`config.mk`:
```
export PLATFORM = sky130hd
export DESIGN_NAME = aux_txn_ctrl
export DESIGN_NICKNAME = d
export VERILOG_FILES = /design/src/rtl/aux_txn_pkg.sv /design/src/rtl/aux_byte_mask.sv /design/src/rtl/aux_us_timer.sv /design/src/rtl/aux_txn_ctrl.sv
export SDC_FILE = /design/constraint.sdc
export NUM_CORES = 1
export LEC_CHECK = 0
export ABC_AREA = 1
export BUFFER_PORTS_ARGS = -buffer_cell sky130_fd_sc_hd__buf_2
export CAP_MARGIN = 20
export CORE_AREA = 2 2 227 229
export DETAILED_ROUTE_END_ITERATION = 10
export DIE_AREA = 0 0 229 231
export PLACE_DENSITY = 0.51
export SYNTH_ARGS = -nofsm -noshare
export SYNTH_HDL_FRONTEND = slang
export SYNTH_SLANG_ARGS = --single-unit
```
`constraint.sdc`:
```
create_clock -name clk -period 2.58 [get_ports clk]
set_clock_uncertainty 0.15 [all_clocks]
set_input_delay 0.258 -clock clk [delete_from_list [all_inputs] [get_ports clk]]
set_output_delay 0.258 -clock clk [all_outputs]
set_load 0.005 [all_outputs]
```
`src/rtl/aux_txn_pkg.sv`:
```
package aux_txn_pkg;

  typedef enum logic [3:0] {
    S_IDLE,
    S_WAIT_IDLE,
    S_WAIT_GRANT,
    S_CHK_SINK,
    S_PHY_RST,
    S_GAP,
    S_ISSUE,
    S_WAIT_DONE,
    S_FINISH
  } txn_state_e;

  typedef enum logic [1:0] {
    RES_OK     = 2'd0,
    RES_BUSY   = 2'd1,
    RES_NOSINK = 2'd2,
    RES_REMOTE = 2'd3
  } txn_res_e;

endpackage

```
`src/rtl/aux_byte_mask.sv`:
```
// Byte-enable mask: byte i is all ones when i < len.
module aux_byte_mask #(
  parameter int NBYTES = 16,
  parameter int LEN_W  = 5
) (
  input  logic [LEN_W-1:0]    len,
  output logic [NBYTES*8-1:0] mask
);
  for (genvar i = 0; i < NBYTES; i++) begin : g_byte
    assign mask[8*i +: 8] = (len > LEN_W'(i)) ? 8'hFF : 8'h00;
  end
endmodule

```
`src/rtl/aux_us_timer.sv`:
```
// Microsecond timer: cleared on request, counts to a limit and holds.
module aux_us_timer #(
  parameter int CLK_PER_US = 100,
  parameter int US_W       = 10
) (
  input  logic            clk,
  input  logic            rst_n,
  input  logic            clr,
  input  logic [US_W-1:0] limit_us,
  output logic            expired
);
  localparam int PRE_W = (CLK_PER_US > 1) ? $clog2(CLK_PER_US) : 1;

  logic [PRE_W-1:0] pre_q, pre_d;
  logic [US_W-1:0]  us_q, us_d;
  logic             cnt_en;

  assign expired = (us_q >= limit_us);
  assign cnt_en  = clr | ~expired;

  always_comb begin
    pre_d = pre_q;
    us_d  = us_q;
    if (clr) begin
      pre_d = '0;
      us_d  = '0;
    end else if (pre_q == PRE_W'(CLK_PER_US - 1)) begin
      pre_d = '0;
      us_d  = us_q + 1'b1;
    end else begin
      pre_d = pre_q + 1'b1;
    end
  end

  always_ff @(posedge clk or negedge rst_n) begin
    if (!rst_n) begin
      pre_q <= '0;
      us_q  <= '0;
    end else if (cnt_en) begin
      pre_q <= pre_d;
      us_q  <= us_d;
    end
  end
endmodule

```
`src/rtl/aux_txn_ctrl.sv`:
```
module aux_txn_ctrl
  import aux_txn_pkg::*;
#(
  parameter int NBYTES     = 16,
  parameter int CMD_W      = 4,
  parameter int ADDR_W     = 20,
  parameter int CLK_PER_US = 100,
  parameter int IDLE_US    = 1000,
  parameter int GRANT_US   = 1000,
  parameter int REQ_US     = 1000,
  parameter int GAP_US     = 400,
  parameter int MAX_TRIES  = 32,
  localparam int DATA_W    = NBYTES * 8,
  localparam int LEN_W     = $clog2(NBYTES + 1),
  localparam int LM1_W     = (NBYTES > 1) ? $clog2(NBYTES) : 1
) (
  input  logic              clk,
  input  logic              rst_n,
  input  logic              req_valid,
  input  logic [CMD_W-1:0]  req_cmd,
  input  logic [ADDR_W-1:0] req_addr,
  input  logic [LEN_W-1:0]  req_len,
  input  logic [DATA_W-1:0] req_wdata,
  output logic              done,
  output logic [1:0]        result,
  output logic [DATA_W-1:0] rdata,
  input  logic              phy_busy,
  output logic              own_req,
  input  logic              own_grant,
  input  logic              sink_present,
  output logic              phy_reset,
  output logic              phy_start,
  output logic [CMD_W-1:0]  phy_cmd,
  output logic [ADDR_W-1:0] phy_addr,
  output logic [LM1_W-1:0]  phy_len_m1,
  output logic [DATA_W-1:0] phy_wdata,
  input  logic              phy_done,
  input  logic              phy_err,
  input  logic [DATA_W-1:0] phy_rdata
);
  localparam int US_MAX_A = (IDLE_US > GRANT_US) ? IDLE_US : GRANT_US;
  localparam int US_MAX_B = (REQ_US > GAP_US) ? REQ_US : GAP_US;
  localparam int US_MAX   = (US_MAX_A > US_MAX_B) ? US_MAX_A : US_MAX_B;
  localparam int US_W     = $clog2(US_MAX + 1);
  localparam int TRY_W    = $clog2(MAX_TRIES + 1);

  txn_state_e        st_q, st_d;
  txn_res_e          res_q, res_d;
  logic [TRY_W-1:0]  tries_q, tries_d;
  logic [CMD_W-1:0]  cmd_q;
  logic [ADDR_W-1:0] addr_q;
  logic [LEN_W-1:0]  len_q;
  logic [DATA_W-1:0] wdata_q, rdata_q, byte_en;
  logic              cap_en, rd_load, is_read;
  logic              tmr_clr, tmr_exp;
  logic [US_W-1:0]   tmr_lim;

  assign is_read = cmd_q[0];
  assign cap_en  = (st_q == S_IDLE) & req_valid;
  assign tmr_clr = (st_d != st_q);

  aux_byte_mask #(.NBYTES(NBYTES), .LEN_W(LEN_W)) u_mask (
    .len  (len_q),
    .mask (byte_en)
  );

  always_comb begin
    case (st_q)
      S_WAIT_IDLE:  tmr_lim = US_W'(IDLE_US);
      S_WAIT_GRANT: tmr_lim = US_W'(GRANT_US);
      S_GAP:        tmr_lim = US_W'(GAP_US);
      default:      tmr_lim = US_W'(REQ_US);
    endcase
  end

  aux_us_timer #(.CLK_PER_US(CLK_PER_US), .US_W(US_W)) u_tmr (
    .clk      (clk),
    .rst_n    (rst_n),
    .clr      (tmr_clr),
    .limit_us (tmr_lim),
    .expired  (tmr_exp)
  );

  // next-state logic
  always_comb begin
    st_d    = st_q;
    res_d   = res_q;
    tries_d = tries_q;
    rd_load = 1'b0;
    case (st_q)
      S_IDLE:
        if (req_valid) st_d = S_WAIT_IDLE;
      S_WAIT_IDLE:
        if (!phy_busy) begin
          st_d = S_WAIT_GRANT;
        end else if (tmr_exp) begin
          st_d  = S_FINISH;
          res_d = RES_BUSY;
        end
      S_WAIT_GRANT:
        if (own_grant) begin
          st_d = S_CHK_SINK;
        end else if (tmr_exp) begin
          st_d  = S_FINISH;
          res_d = RES_BUSY;
        end
      S_CHK_SINK:
        if (!sink_present) begin
          st_d  = S_FINISH;
          res_d = RES_NOSINK;
        end else begin
          st_d    = S_PHY_RST;
          tries_d = '0;
        end
      S_PHY_RST:
        st_d = (tries_q == '0) ? S_ISSUE : S_GAP;
      S_GAP:
        if (tmr_exp) st_d = S_ISSUE;
      S_ISSUE:
        st_d = S_WAIT_DONE;
      S_WAIT_DONE:
        if (phy_done) begin
          if (!phy_err) begin
            st_d    = S_FINISH;
            res_d   = RES_OK;
            rd_load = is_read;
          end else if (tries_q == TRY_W'(MAX_TRIES - 1)) begin
            st_d  = S_FINISH;
            res_d = RES_REMOTE;
          end else begin
            st_d    = S_PHY_RST;
            tries_d = tries_q + 1'b1;
          end
        end else if (tmr_exp) begin
          st_d  = S_FINISH;
          res_d = RES_REMOTE;
        end
      S_FINISH:
        st_d = S_IDLE;
      default:
        st_d = S_IDLE;
    endcase
  end

  // registers
  always_ff @(posedge clk or negedge rst_n) begin
    if (!rst_n) begin
      st_q    <= S_IDLE;
      res_q   <= RES_OK;
      tries_q <= '0;
    end else begin
      st_q    <= st_d;
      res_q   <= res_d;
      tries_q <= tries_d;
    end
  end

  always_ff @(posedge clk or negedge rst_n) begin
    if (!rst_n) begin
      cmd_q   <= '0;
      addr_q  <= '0;
      len_q   <= '0;
      wdata_q <= '0;
    end else if (cap_en) begin
      cmd_q   <= req_cmd;
      addr_q  <= req_addr;
      len_q   <= req_len;
      wdata_q <= req_wdata;
    end
  end

  always_ff @(posedge clk or negedge rst_n) begin
    if (!rst_n) begin
      rdata_q <= '0;
    end else if (rd_load) begin
      rdata_q <= phy_rdata & byte_en;
    end
  end

  assign own_req    = (st_q == S_WAIT_GRANT) | (st_q == S_CHK_SINK) |
                      (st_q == S_PHY_RST) | (st_q == S_GAP) |
                      (st_q == S_ISSUE) | (st_q == S_WAIT_DONE);
  assign done       = (st_q == S_FINISH);
  assign result     = res_q;
  assign rdata      = rdata_q;
  assign phy_reset  = (st_q == S_PHY_RST);
  assign phy_start  = (st_q == S_ISSUE);
  assign phy_cmd    = cmd_q;
  assign phy_addr   = addr_q;
  assign phy_len_m1 = LM1_W'(len_q - 1'b1);
  assign phy_wdata  = is_read ? '0 : (wdata_q & byte_en);

endmodule

```
After elaboration in Yosys (flattened, before gate mapping)
Index checks and enable logic that the tools add are counted.

storage, ports and cells
  input bits = 293
  output and inout port bits = 290
  flip-flop bits (word level) = 314
  word-level logic and storage cells = 119

cells by class
  eq/ne operators = 20
  mux-type cells = 50
  bitwise operators = 10
  $lt $le $gt $ge = 17
  $add $sub $neg = 4
  reduce and logical (&&, ||, !) cells = 8

operator list
  kind                                                 number
  AND 128 bit                                          2
  two-way mux 128 bit                                  1
  two-way mux 8 bit                                    16
  > comparator 5 x 4 -> 1 bit (second input constant)  8
  two-way mux 4 bit                                    9
  case mux 4 bit (8 select lines)                      1
  two-way mux 10 bit                                   3
  two-way mux 6 bit                                    4
  > comparator 5 x 3 -> 1 bit (second input constant)  4
  two-way mux 2 bit                                    9
  == test 4 x 3 -> 1 bit (second input constant)       4
  two-way mux 7 bit                                    2
  inequality test 2 bit (second input constant)        7
  case mux 6 bit (2 select lines)                      1
  adder 10 x 1 -> 10 bit (second input constant)       1
  greater-or-equal comparator 10 bit                   1
  > comparator 5 x 1 -> 1 bit (second input constant)  2
  > comparator 5 x 2 -> 1 bit (second input constant)  2
  == test 4 x 2 -> 1 bit (second input constant)       2
  case mux 2 bit (4 select lines)                      1
  adder 7 x 1 -> 7 bit (second input constant)         1
  == test 7 bit (second input constant)                1
  adder 6 x 1 -> 6 bit (second input constant)         1
  == test 6 x 5 -> 1 bit (second input constant)       1
  other kinds (17)                                     25

Longest topological paths before layout
  depth after elaboration = 9
  depth in mapped cells = 18
  mapped depth without buffers = 17

Modules after synthesis
From an unflattened synthesis, not the netlist that was laid out.

unflattened totals
  cells, all modules = 1654
  area total of the unflattened synthesis = 15406.0 um2

modules (own cells, without submodules)
  module         cells an instance  area an instance (um2)  sequential area each (um2)  instances
  aux_txn_ctrl   1292               12897.4                 7432.1                      1
  aux_us_timer   209                1483.9                  425.4                       1
  aux_byte_mask  153                1024.7                  0.0                         1

Worst setup path after synthesis
No wires, ideal clock.

  path kind = flip-flop to flip-flop
  start point = reg st_q[3]
  end point = reg u_tmr.us_q[0]
  required time = 2.364 ns
  arrival time = 2.200 ns
  library setup time = 0.066 ns
  cell stages (with the launch flop) = 18
  slack = 0.163 ns
  period minus slack after synthesis = 2.417 ns
  path buffers = 1
  path through = dfrtp_1 nor2_4 nand2_2 ha_1 nand3_1 nand2_1 nand2_1 nand3_1 nand2_1 nand2_2 nand2_1 nand3_1 nor2_4 nand2_2 buf_6 nor2_1 nand2_1 nand2_1

on the way
  longest elaborated chain between the ends = 9
  elaborated cells between the ends (all ways) = 23
  those cells by class = order compare: 1; eq/ne: 8; mux: 9; bitwise: 2; reduce/logical: 3

ends and longest elaborated chain
  what                                                             line                                                          RTL
  from (decl)                                                      aux_txn_ctrl.sv:47                                            txn_state_e st_q, st_d;
  from (signal assigned)                                           aux_txn_ctrl.sv:152                                           st_q <= st_d;
  == test 4 x 3 -> 1 bit                                           aux_txn_ctrl.sv:68, aux_txn_ctrl.sv:90
  two-way mux 10 bit                                               aux_txn_ctrl.sv:68                                            case (st_q)
  greater-or-equal comparator 10 bit                               aux_us_timer.sv:18                                            assign expired = (us_q >= limit_us);
  two-way mux 4 bit                                                aux_txn_ctrl.sv:96, aux_txn_ctrl.sv:103, aux_txn_ctrl.sv:134
  two-way mux 4 bit, on equally long branches                      aux_txn_ctrl.sv:122, aux_txn_ctrl.sv:94, aux_txn_ctrl.sv:101
  case mux 4 bit (8 select lines)                                  aux_txn_ctrl.sv:90                                            case (st_q)
  inequality test 4 bit                                            aux_txn_ctrl.sv:60                                            assign tmr_clr = (st_d != st_q);
  nonzero test 2 bit (no source line) or OR 1 bit (tied branches)  -
  AND reduction 2 bit (no source line)                             -
  to (signal assigned)                                             aux_us_timer.sv:41                                            us_q <= us_d;
  to (decl)                                                        aux_us_timer.sv:15                                            logic [US_W-1:0] us_q, us_d;

Several ways; a longest one is shown, not always the timed one.
A chain may end at the register's enable or synchronous reset.

Final worst setup path
  start point = reg len_q[3]
  end point = out phy_wdata[106]

on the way
  longest elaborated chain between the ends = 4

ends and longest elaborated chain
  what                         line                 RTL
  from (decl)                  aux_txn_ctrl.sv:52   logic [LEN_W-1:0] len_q;
  from (signal assigned)       aux_txn_ctrl.sv:167  len_q <= req_len;
  > comparator 5 x 4 -> 1 bit  aux_byte_mask.sv:10  assign mask[8*i +: 8] = (len > LEN_W'(i)) ? 8'hFF : 8'h00;
  two-way mux 8 bit            aux_byte_mask.sv:10
  AND 128 bit                  aux_txn_ctrl.sv:191  assign phy_wdata = is_read ? '0 : (wdata_q & byte_en);
  two-way mux 128 bit          aux_txn_ctrl.sv:191
  to (decl)                    aux_txn_ctrl.sv:36   output logic [DATA_W-1:0] phy_wdata,

No other way between the ends.

==> run metrics <==
gpl congestion a little under 0.9; layout cells sized above 1 0.324; worst-path cell chain inv_2, nor2_4, nand2_1, nor2_2, nor2_1, a22oi_2, buf_6, nand2_4, nor2_1, buf_2; XOR/XNOR Fraction of Synth Area 0.00828; vias 14,200; Worst-Skew Late Latency roughly 0.55 ns; ant diodes 0; post-synthesis mux area share 0.0328; core area 50,700 sq um; Die H approximately 230 um; Sw Pwr a little under 0.009 W; CP Data Required Time ~2.2 ns; Synth cell types 37; initial antenna violation count 1; NumNets Final roughly 2,800; power share of the clock group 0.239; CTS Sinks between 300 and 400; H-tree lvl count 2; # port buffers approximately 580; final hold violations 0; Chip Width 229 um; Compound-Gate Fraction of Synth Area 0.0808; CP top delay family simple AND/OR/NAND/NOR gates; Layout fillers between 5,000 and 6,000; Hold WC Path Type primary input to flop; All-Layer GR Usage 0.192; min Tclk post-route about 2.5 ns; Slew @ Worst Pin between 0.6 and 0.7 ns; Crit-path slowest cell dfrtp_1; status complete, no violations; Worst Path Arrival around 2.1 ns; Slew HR 0.583; row count 83; largest net degree at the start of global routing 88; placed cell count 2,826; CTS Buffer Depth 3; drt first pass iters 5; DIE AREA roughly 53,000 sq um; Pins Over Slew Limit 0; total global routing overflow 0; Worst R2R Setup Slack 0.20 ns; Hold Crit Start req_valid; crit path kind flop to output pin; Util after Layout 0.439; register area share after synthesis 0.571; DRT iter0 DRCs between 700 and 800; Synth Instances 1,581; main combinational cell family by area after synthesis simple AND/OR/NAND/NOR gates; Routed Antenna Nets 0; Hold Path End st_q[0]; Critical Path Sink Type output pin; cell-internal power around 0.014 W; hold depth 5; Starting Density 0.271; Max FO, Critical Path 8; Sw Share 0.374; Yosys reg bits around 310; io pins between 500 and 600; PwrDens between 1000 and 1500 nW/um^2; DRC Markers 0; cell area after synthesis 13,800 sq um; Worst R2R End u_tmr.us_q[0]; Via density between 4 and 5; crit path launch type flop; CTS buffer count 38; Post-Synth Adder-Cell Area 0.0100; VDD IR max between 500 and 600 uV; LEAKAGE approximately 12 nW; Post-DP HPWL approximately 37,000 um; first-pass GRT wire length roughly 80,000 um; register share of total power 0.338; worst reg2reg path depth 13; net count after synthesis 1,885; max-cap violations 0; Fmax about 400 MHz; critical path depth 10; period utilisation layout 0.963; Final Non-Filler Cells around 3,200; CP dominant cell by count nor2_1; yosys warns 0; drt wl/cell 16.2 um; Avg Inst Size Synth slightly below 9 sq um; Post-Route WL about 52,000 um; FF-to-FF Start st_q[3]; Simple-Gate Fraction of Synth Area 0.230; vias in the first global route around 15,000; CTS tree built; most frequent cells in the layout buf_2 (581), nand2_1 (317), dfrtp_1 (311); register area approximately 8000 sq um; synthesis-to-finish area growth 61.9%; Final setup viols 0; commonest non-fill, non-tap cell in the layout buf_2; Logic pwr share 0.424; largest stage delay on the critical path between 0.3 and 0.4 ns; Worst-path clk slew ~0.060 ns; CTS root buf clkbuf_16; WP buf/inv 3; area occupied by multi-input gates between 5000 and 6000 sq um
## worst reg2reg max path, stage by stage, from the launching register on
cell     delay [ns]
dfrtp_1        0.40
buf_4          0.17
nor2_2         0.28
nand2_1        0.22
or2_2          0.35
nand2_1        0.09
inv_1          0.06
nand3_2        0.09
nor2_4         0.05
nand2_2        0.11
buf_12         0.14
nor2_1         0.04
nand2_1        0.06
nand2_1        0.06
## per-stage QoR
step                      total power [W]  instance area [sq um]  setup WS, ns  TNS, ns  hold slack [ns]
after global routing               0.0249                  22300       -0.0358   -0.311           0.0500
after CTS                          0.0232                  22100       0.00183        0           0.0222
after global placement             0.0167                  17800         0.162        0            0.113
after floorplan                    0.0124                  13800         0.163        0           -0.188
final                              0.0231                  22300        0.0950        0           0.0512
after detailed placement           0.0169                  17800         0.134        0            0.110
## worst max-delay path by stage
stage                  start              to  slack [ns]
detailed placement   st_q[0]  u_tmr.pre_q[5]        0.13
finish              len_q[3]  phy_wdata[106]        0.09
global placement     st_q[0]   u_tmr.us_q[0]        0.16
floorplan            st_q[3]   u_tmr.us_q[0]        0.16
CTS                 len_q[4]  phy_wdata[110]       0.002
global route        len_q[4]   phy_wdata[82]       -0.04
## state kept, by name (all words and copies together), names as in the netlist, 5 cells and up
| signal | cells |
|---|---|
| wdata_q | 128 |
| len_q | 5 |
| tries_q | 6 |
| u_tmr.us_q | 10 |
| rdata | 128 |
| phy_addr | 20 |
| u_tmr.pre_q | 7 |
## power groups by stage
stage / clock network [W] / logic [W] / registers [W]
global route: 0.00589 / 0.0110 / 0.00803
CTS: 0.00569 / 0.00970 / 0.00779
detailed placement: 0 / 0.00906 / 0.00785
global placement: 0 / 0.00895 / 0.00779
finish: 0.00551 / 0.00979 / 0.00780
floorplan: 0 / 0.00457 / 0.00783
## layout make-up
| cell class | count | area share |
|---|---|---|
| Clock inverter | 9 | 0.00680 |
| Timing Repair Buffer | 932 | 0.290 |
| Multi-Input combinational cell | 1032 | 0.233 |
| Tap cell | 680 | 0.0382 |
| Sequential cell | 314 | 0.353 |
| Inverter | 166 | 0.0281 |
| Clock buffer | 57 | 0.0505 |
## cells by family after synthesis
family                     after synthesis
buffers and inverters                  235
and+or+nand+nor                        774
AOI/OAI and AO/OA                      194
muxes                                   40
adders and majority gates               11
xor gates and xnor gates                13
DFF                                    314
## cells in the mapped netlist (all sizes together)
library cell / instances / share of area
a21boi: 1 / 0.00055
a21oi: 123 / 0.045
a221oi: 1 / 0.00064
a22o: 8 / 0.0051
a22oi: 1 / 0.00091
a31oi: 5 / 0.0023
a32o: 8 / 0.0058
buf: 29 / 0.011
clkbuf: 40 / 0.011
clkinv: 2 / 0.00055
dfrtp: 314 / 0.57
ha: 11 / 0.010
inv: 164 / 0.045
mux2: 40 / 0.033
nand2: 335 / 0.092
nand3: 115 / 0.042
nand3b: 2 / 0.0011
nand4: 14 / 0.0064
nor2: 297 / 0.083
nor3: 6 / 0.0025
nor4: 2 / 0.0014
o2111ai: 11 / 0.0070
o211ai: 1 / 0.00091
o21ai: 34 / 0.012
o22ai: 1 / 0.00046
or2: 3 / 0.0014
xnor2: 1 / 0.00064
xor2: 12 / 0.0076
## routing by layer
metal / up-vias / wire, um / GRT usage
met5: - / 0 / 0
met3: 97 / 3190 / 0.0448
met4: 0 / 1510 / 0.0641
met2: 474 / 25600 / 0.336
li1: 6845 / - / -
met1: 6768 / 21200 / 0.232
## what timing repair did
item | CTS | global route
setup buffers | 4 | 6
hold buffers | 288 | 0
pin swaps | 1 | 3
gates resized for setup | 38 | 28
setup endpoints to repair | 113 | 101
gates cloned | 0 | 0
endpoints found under the hold margin | 440 | 0
(Power assumes the default switching activity.)
